### src/rtl/gpio_pd_pkg.sv
// Package: shared register-select encoding for the GPIO port.
// Assumes a 2-bit register address; offset 3 is unused.
package gpio_pd_pkg;
    localparam int ADDR_W = 2;

    typedef enum logic [ADDR_W-1:0] {
        SEL_DATA = 2'd0,
        SEL_DIR  = 2'd1,
        SEL_PDG  = 2'd2,
        SEL_NONE = 2'd3
    } reg_sel_e;
endpackage

### src/rtl/gpio_pd_regs.sv
// Module: holds the data latch, the direction register and the
// pulldown group bits. Assumes single-cycle writes qualified by wr_en.
// Writes to unused offsets are dropped.
module gpio_pd_regs
    import gpio_pd_pkg::*;
#(
    parameter int WIDTH   = 8,
    parameter int NGROUPS = 2
) (
    input  logic              clk,
    input  logic              rst_n,
    input  logic              wr_en,
    input  logic [ADDR_W-1:0] wr_addr,
    input  logic [WIDTH-1:0]  wr_data,
    output logic [WIDTH-1:0]  lat_q,
    output logic [WIDTH-1:0]  dir_q,
    output logic [NGROUPS-1:0] pdg_q
);
    // Register update: synchronous reset clears everything, then one write per cycle.
    always_ff @(posedge clk) begin
        if (!rst_n) begin
            lat_q <= '0;
            dir_q <= '0;
            pdg_q <= '0;
        end else if (wr_en) begin
            case (reg_sel_e'(wr_addr))
                SEL_DATA: lat_q <= wr_data;
                SEL_DIR:  dir_q <= wr_data;
                SEL_PDG:  pdg_q <= wr_data[NGROUPS-1:0];
                default:  ;
            endcase
        end
    end
endmodule

### src/rtl/gpio_pd_sync.sv
// Module: multi-stage synchronizer for the pad inputs.
// Assumes pad_in is asynchronous. Its latency equals STAGES edges.
module gpio_pd_sync #(
    parameter int WIDTH  = 8,
    parameter int STAGES = 2
) (
    input  logic             clk,
    input  logic             rst_n,
    input  logic [WIDTH-1:0] async_in,
    output logic [WIDTH-1:0] sync_out
);
    logic [STAGES-1:0][WIDTH-1:0] stg;

    genvar s;
    generate
        for (s = 0; s < STAGES; s++) begin : g_stage
            if (s == 0) begin : g_first
                // First stage: capture the raw pad levels.
                always_ff @(posedge clk) begin
                    if (!rst_n) stg[0] <= '0;
                    else        stg[0] <= async_in;
                end
            end else begin : g_next
                // Later stage: resample the previous stage.
                always_ff @(posedge clk) begin
                    if (!rst_n) stg[s] <= '0;
                    else        stg[s] <= stg[s-1];
                end
            end
        end
    endgenerate

    assign sync_out = stg[STAGES-1];
endmodule

### src/rtl/gpio_pd_pull.sv
// Module: per-pin pulldown gating. Assumes active-low group bits, with
// GROUP_W pins per group, and suppresses pulldowns on output pins.
module gpio_pd_pull #(
    parameter int WIDTH   = 8,
    parameter int GROUP_W = 4,
    localparam int NGROUPS = WIDTH / GROUP_W
) (
    input  logic               glob_en,
    input  logic [WIDTH-1:0]   dir_q,
    input  logic [NGROUPS-1:0] pdg_q,
    output logic [WIDTH-1:0]   pd_en
);
    genvar i;
    generate
        for (i = 0; i < WIDTH; i++) begin : g_pin
            // Pulldown on only for an input pin with its group bit clear.
            assign pd_en[i] = glob_en & ~dir_q[i] & ~pdg_q[i / GROUP_W];
        end
    endgenerate
endmodule

### src/rtl/gpio_pd_port.sv
// Module: top of the GPIO port. Ties the registers, the pad synchronizer
// and the pulldown gating together, and muxes the read data.
// Assumes WIDTH is a multiple of GROUP_W.
module gpio_pd_port
    import gpio_pd_pkg::*;
#(
    parameter int WIDTH       = 8,
    parameter int GROUP_W     = 4,
    parameter int SYNC_STAGES = 2
) (
    input  logic              clk,
    input  logic              rst_n,
    input  logic [ADDR_W-1:0] bus_addr,
    input  logic              bus_wr,
    input  logic [WIDTH-1:0]  bus_wdata,
    output logic [WIDTH-1:0]  bus_rdata,
    input  logic [WIDTH-1:0]  pad_in,
    output logic [WIDTH-1:0]  pad_out,
    output logic [WIDTH-1:0]  pad_oe,
    input  logic              pull_en_global,
    output logic [WIDTH-1:0]  pad_pd_en
);
    localparam int NGROUPS = WIDTH / GROUP_W;

    logic [WIDTH-1:0]   lat_q;
    logic [WIDTH-1:0]   dir_q;
    logic [NGROUPS-1:0] pdg_q;
    logic [WIDTH-1:0]   pin_s;

    gpio_pd_regs #(.WIDTH(WIDTH), .NGROUPS(NGROUPS)) u_regs (
        .clk     (clk),
        .rst_n   (rst_n),
        .wr_en   (bus_wr),
        .wr_addr (bus_addr),
        .wr_data (bus_wdata),
        .lat_q   (lat_q),
        .dir_q   (dir_q),
        .pdg_q   (pdg_q)
    );

    gpio_pd_sync #(.WIDTH(WIDTH), .STAGES(SYNC_STAGES)) u_sync (
        .clk      (clk),
        .rst_n    (rst_n),
        .async_in (pad_in),
        .sync_out (pin_s)
    );

    gpio_pd_pull #(.WIDTH(WIDTH), .GROUP_W(GROUP_W)) u_pull (
        .glob_en (pull_en_global),
        .dir_q   (dir_q),
        .pdg_q   (pdg_q),
        .pd_en   (pad_pd_en)
    );

    assign pad_out = lat_q;
    assign pad_oe  = dir_q;

    // Read mux: the data offset picks latch or pad per bit; write-only and unused offsets read zero.
    always_comb begin
        case (reg_sel_e'(bus_addr))
            SEL_DATA: bus_rdata = (dir_q & lat_q) | (~dir_q & pin_s);
            SEL_DIR:  bus_rdata = dir_q;
            default:  bus_rdata = '0;
        endcase
    end
endmodule

### config.mk
export PLATFORM = sky130hd
export DESIGN_NAME = gpio_pd_port
export DESIGN_NICKNAME = d
export VERILOG_FILES = /design/src/rtl/gpio_pd_pkg.sv /design/src/rtl/gpio_pd_regs.sv /design/src/rtl/gpio_pd_sync.sv /design/src/rtl/gpio_pd_pull.sv /design/src/rtl/gpio_pd_port.sv
export SDC_FILE = /design/constraint.sdc
export NUM_CORES = 1
export LEC_CHECK = 0
export CORE_UTILIZATION = 42
export CTS_CLUSTER_SIZE = 10
export DETAILED_ROUTE_END_ITERATION = 12
export PLACE_DENSITY = 0.78
export REMOVE_ABC_BUFFERS = 1
export SYNTH_ARGS = -nofsm -noshare
export SYNTH_HDL_FRONTEND = slang
export SYNTH_SLANG_ARGS = --single-unit
### constraint.sdc
create_clock -name clk -period 1.03 [get_ports clk]
set_input_delay 0.103 -clock clk [delete_from_list [all_inputs] [get_ports clk]]
set_output_delay 0.103 -clock clk [all_outputs]
set_load 0.01 [all_outputs]
-- Word-level counts from Yosys, hierarchy flattened
Index checks and enable logic that the tools add are counted.
W data, S select, Z words.
- register bits: 34
- word-level logic and storage cells: 42
- equal/unequal tests: 2
- mux-type cells: 1
- bitwise operators: 30
- reductions and logical operators: 4
- operators with widths (operator ; number):
    $and A1 B1 Y1 ; 16
    $and A8 B8 Y8 ; 2
    $pmux W8 S2 ; 1
    $not A1 Y1 ; 10
    $not A8 Y8 ; 1
    $or A8 B8 Y8 ; 1
    $reduce_and A2 Y1 ; 3
    $eq A2 B1 Y1 const B ; 1
    $eq A2 B2 Y1 const B ; 1
    $logic_not A2 Y1 ; 1

-- Logic depth before layout (Yosys ltp)
- depth after elaboration: 4
- depth in mapped cells: 4
- depth with buffers taken out: 2

-- Modules after synthesis
A second synthesis with hierarchy kept.
- cells, all modules: 145
- area, all modules: 1467.7 µm²
- modules (own cells, without submodules) (module ; times used ; cells each ; area each (µm²) ; sequential area each (µm²)):
    gpio_pd_regs ; 1 ; 70 ; 695.7 ; 360.3
    gpio_pd_sync ; 1 ; 41 ; 506.7 ; 320.3
    gpio_pd_port ; 1 ; 26 ; 165.2 ; 0.0
    gpio_pd_pull ; 1 ; 8 ; 100.1 ; 0.0

-- Worst setup path after synthesis
Ideal clock, no wire load.
- kind: flip-flop to output port
- start point: reg u_regs.dir_q[0]
- end point: out bus_rdata[0]
- arrival: 1.026 ns
- required time: 0.927 ns
- setup slack: -0.099 ns
- cell stages (with the launch flop): 3
- path through: dfxtp_1 -> or3b_2 -> a21oi_1
- cells in the longest elaborated chain, start to end: 4
- elaborated cells on any way between the ends: 5
- those cells by class: mux (1); bitwise (4)
- RTL lines (what ; RTL line ; RTL):
    from (decl) ; gpio_pd_regs.sv:16 ; output logic [WIDTH-1:0] dir_q,
    from (signal assigned) ; gpio_pd_regs.sv:28 ; SEL_DIR: dir_q <= wr_data;
    $not A8 Y8 ; gpio_pd_port.sv:61 ; SEL_DATA: bus_rdata = (dir_q & lat_q) | (~dir_q & pin_s);
    $and A8 B8 Y8 ; gpio_pd_port.sv:61 ;
    $or A8 B8 Y8 ; gpio_pd_port.sv:61 ;
    $pmux W8 S2 * ; gpio_pd_port.sv:60 ; case (reg_sel_e'(bus_addr))
    to (decl) ; gpio_pd_port.sv:16 ; output logic [WIDTH-1:0] bus_rdata,
Mark *: on every way between the ends. The rest lies on a longest branch, timed or not.

-- Final worst setup path
- start point: reg u_regs.dir_q[4]
- end point: out bus_rdata[4]
Same word-level chain as after synthesis.

==> reports/qor.log <==
INFO  outcome        outcome=complete, but fails checks
INFO  outcome        failing_checks=setup timing
INFO  placement      hpwlAfterDp=2.40mm
INFO  clocking       tritoncts_num_sinks=34
INFO  floorplan      die_area=3390squm
INFO  clocking       cts_root_buffer=sky130_fd_sc_hd__clkbuf_4
INFO  global_routing grt_pass1_vias=1245
INFO  final_layout   final_core_util=75.2%
INFO  yosys          number_of_flops_mapped_to_enable_cells_by_yosys=0
INFO  setup_path     worst_setup_path_endpoint=bus_rdata[4]
INFO  yosys          mapped_area=1330squm
INFO  timing         timing_hold_violations_final=0
INFO  yosys          synth_seq_cells=34
INFO  power_and_ir_drop cell_leakage_power=1.01nW
INFO  yosys          avgSynthCellArea=9.49squm
INFO  setup_path     cp-startpoint=u_regs.dir_q[4]
INFO  run            cap_viol_max_count=0
INFO  min_path       hold_path_class=in2reg
INFO  route          detail_route.vias_per_cell=4.75
INFO  yosys          synth.top_cells.by_count=sky130_fd_sc_hd__dfxtp_1, sky130_fd_sc_hd__nand2_1, sky130_fd_sc_hd__mux2i_1
INFO  timing         min_period=1420ps
INFO  timing         slew_violations=0
INFO  yosys          ys.flop_type=sky130_fd_sc_hd__dfxtp_1
INFO  placement      preCtsSetupSlack=-951ps
INFO  placement      gp_routability_congestion=0.750
INFO  yosys          synthesis.yosys.warnings=0
INFO  global_routing first_pass_grt_wire_length=5.62mm
INFO  floorplan      vertical_die_dimension=58.2microns
INFO  route          tritonroute_pass_1_iters=4
INFO  setup_path     worstSetupStartpointType=flip-flop
INFO  setup_path     ff2ff_setup_slack=260ps
INFO  final_layout   antennaDiodeCount=0
INFO  setup_path     path_max_fanout=2
INFO  timing         worst_slew_pin_slew=252ps
INFO  final_layout   area_growth=71.3%
INFO  yosys          synth_top_area_share=51.2%
INFO  yosys          synth_area_leaders=sky130_fd_sc_hd__dfxtp_1, sky130_fd_sc_hd__mux2i_1, sky130_fd_sc_hd__and2_1
INFO  yosys          synth_sequential_area_ratio=51.2%
INFO  route          post_drt_wl_per_cell=13.1microns
INFO  setup_path     setup.worst_path.end_class=primary output
INFO  global_routing antenna_found_initial=0
INFO  global_routing groute.usage.overall=22.2%
INFO  route          detailroute.via_count=1244
INFO  timing         slew_margin_rel=83.0%
INFO  power_and_ir_drop total_power_consumption_of_the_routed_design=2.65mW
INFO  yosys          async_set_reset_flop_share_out_of_synthesis=0%
INFO  floorplan      die_x=58.2microns
INFO  clocking       clkLatencyLatePin=330ps
INFO  yosys          synth.most_common_cell=sky130_fd_sc_hd__dfxtp_1
INFO  route          antenna_violating_nets_post_route=0
INFO  timing         layout_worst_path_cycle_share=138%
INFO  final_layout   register_area=707squm
INFO  timing         rsz0062_at_grt=yes
INFO  route          drt_wl_total=3.45mm
INFO  setup_path     critical_path.reg2reg.startpoint=u_regs.dir_q[4]
INFO  setup_path     ff2ff_path_depth=4
INFO  global_routing grt-ovfl-total=0
INFO  final_layout   nFillCells=218
INFO  clocking       cts_hold_repair.buffers=0
INFO  global_routing pin_count_of_the_biggest_net_entering_global_routing=43
INFO  timing         setup_viol_count_final=17
INFO  yosys          syn-instance-count=140
INFO  route          first_iter_violations=35
INFO  clocking       path_clk_slew=110ps
INFO  yosys          yosysTopAreaCell=sky130_fd_sc_hd__dfxtp_1
INFO  route          drt_drc_violations_left=0
INFO  setup_path     path_class=reg2out
INFO  floorplan      start_util=43.9%
INFO  final_layout   multi_input_logic_area=683squm
INFO  clocking       num_cts_buffers=5
INFO  setup_path     worstPathRequired=930ps
INFO  power_and_ir_drop pwr_density_cell=1160nW/um^2
INFO  final_layout   fin_nets=239
INFO  clocking       clock_tree.buffer_depth=2
INFO  floorplan      rows=20
INFO  timing         setup_slack=-393ps
INFO  setup_path     rr_endpoint=u_regs.dir_q[4]
INFO  timing         clock.fmax=703MHz
INFO  yosys          synth_unique_cells=16
INFO  setup_path     worst_ep_arrival_time=1320ps
INFO  power_and_ir_drop max-vdd-ir-drop=1.01mV
INFO  timing         finClkSkew=5.14ps
INFO  clocking       cts.htree.levels=2
INFO  clocking       tritoncts=built
INFO  floorplan      num_io_pins=54
INFO  timing         worst_hold_slack=323ps
INFO  placement      total_of_buffers_placed_on_input_and_output_ports=53
INFO  min_path       min_path_cells=4
INFO  final_layout   final_layout_size_suffix_gt1_share=50.5%
INFO  floorplan      design.core.area=3030squm
-- cell usage in the layout, fill, tap and decap left out --
master	netlist	final
sky130_fd_sc_hd__nor2_2	0	5
sky130_fd_sc_hd__clkbuf_4	0	5
sky130_fd_sc_hd__mux2i_1	18	17
sky130_fd_sc_hd__dfxtp_2	0	21
sky130_fd_sc_hd__dlygate4sd2_1	0	1
sky130_fd_sc_hd__o21ai_0	8	8
sky130_fd_sc_hd__clkinvlp_4	0	1
sky130_fd_sc_hd__and2_1	16	16
sky130_fd_sc_hd__nand3b_1	2	2
sky130_fd_sc_hd__clkdlybuf4s50_1	0	19
sky130_fd_sc_hd__nand2b_4	0	2
sky130_fd_sc_hd__buf_12	0	1
sky130_fd_sc_hd__dlymetal6s2s_1	0	1
sky130_fd_sc_hd__nor2_4	0	2
sky130_fd_sc_hd__buf_4	1	5
sky130_fd_sc_hd__nand2_1	26	26
sky130_fd_sc_hd__buf_6	2	38
sky130_fd_sc_hd__nor2_1	8	1
sky130_fd_sc_hd__clkinv_2	0	1
sky130_fd_sc_hd__buf_2	2	14
sky130_fd_sc_hd__a21oi_2	0	7
sky130_fd_sc_hd__dfxtp_1	34	13
sky130_fd_sc_hd__a21oi_1	8	1
sky130_fd_sc_hd__clkbuf_8	0	1
sky130_fd_sc_hd__or3b_1	4	3
sky130_fd_sc_hd__nor3b_2	0	1
sky130_fd_sc_hd__or3b_4	0	5
sky130_fd_sc_hd__mux2i_2	0	1
-- worst max-delay path: stages (launching register included) --
cell and delay [ps]:
sky130_fd_sc_hd__dfxtp_2 330, sky130_fd_sc_hd__or3b_1 360, sky130_fd_sc_hd__a21oi_2 150, sky130_fd_sc_hd__buf_2 140
-- routing by layer --
metal | vias to the layer above | track usage (%) | routed length, microns
met5 | - | 0 | 0
met4 | 0 | 6.12 | 0
met3 | 0 | 6.92 | 151
met2 | 38 | 39.9 | 1790
met1 | 589 | 25.3 | 1510
li1 | 617 | - | -
-- final cells by class --
type	count	area share (%)
Clock buffer	6	2.25
Clock inverter	2	0.550
Multi-Input combinational cell	97	30.0
Sequential cell	34	31.1
Tap cell	44	2.42
Timing Repair Buffer	79	33.7
-- stage by stage --
stage,instances,setup TNS [ps],area [sq um]
after CTS,261,-4260,2150
after global routing,262,-5320,2280
final,262,-4040,2280
after floorplan,131,-2940,1270
after detailed placement,253,-16310,2060
after global placement,253,-15320,2060
-- logic make-up (layout without fill, tap and decap cells) --
kind of cell | count (synthesis) | count (layout) | synth area share (%)
flops | 34 | 34 | 51.2
compound gates | 16 | 16 | 6.03
mux | 18 | 18 | 13.6
buf+inv | 9 | 87 | 4.14
simple gates | 63 | 63 | 25.0
-- state kept, by name (all words and copies together), names as in the netlist --
signal and flops:
u_sync.stg 8, u_sync.sync_out 8, u_regs.pdg_q 2, u_regs.lat_q 8
u_regs.dir_q 8
-- power by group --
part           switching, mW  internal (mW)  total [mW]
Sequential            0.0213           1.37        1.39
Clock                  0.446          0.328       0.775
Combinational          0.202          0.278       0.480
Total                  0.670           1.98        2.65
-- worst min-delay path by stage --
stage,start,end,slack [ps]
4_1_cts,pad_in[7],u_sync.stg[7],310
3_3_place_gp,u_sync.stg[1],u_sync.sync_out[1],420
6_report,bus_addr[1],u_regs.pdg_q[0],320
5_1_grt,pad_in[7],u_sync.stg[7],300
3_5_place_dp,u_sync.stg[2],u_sync.sync_out[2],420
2_1_floorplan,rst_n,u_sync.stg[0],220
-- timing repair --
action,4_1_cts,5_1_grt
gates resized for setup,178,38
pin swaps,10,12
setup buffers,1,3
setup endpoints to repair,33,41
endpoints found under the hold margin,0,0
Power figures use the tool's default switching activity.
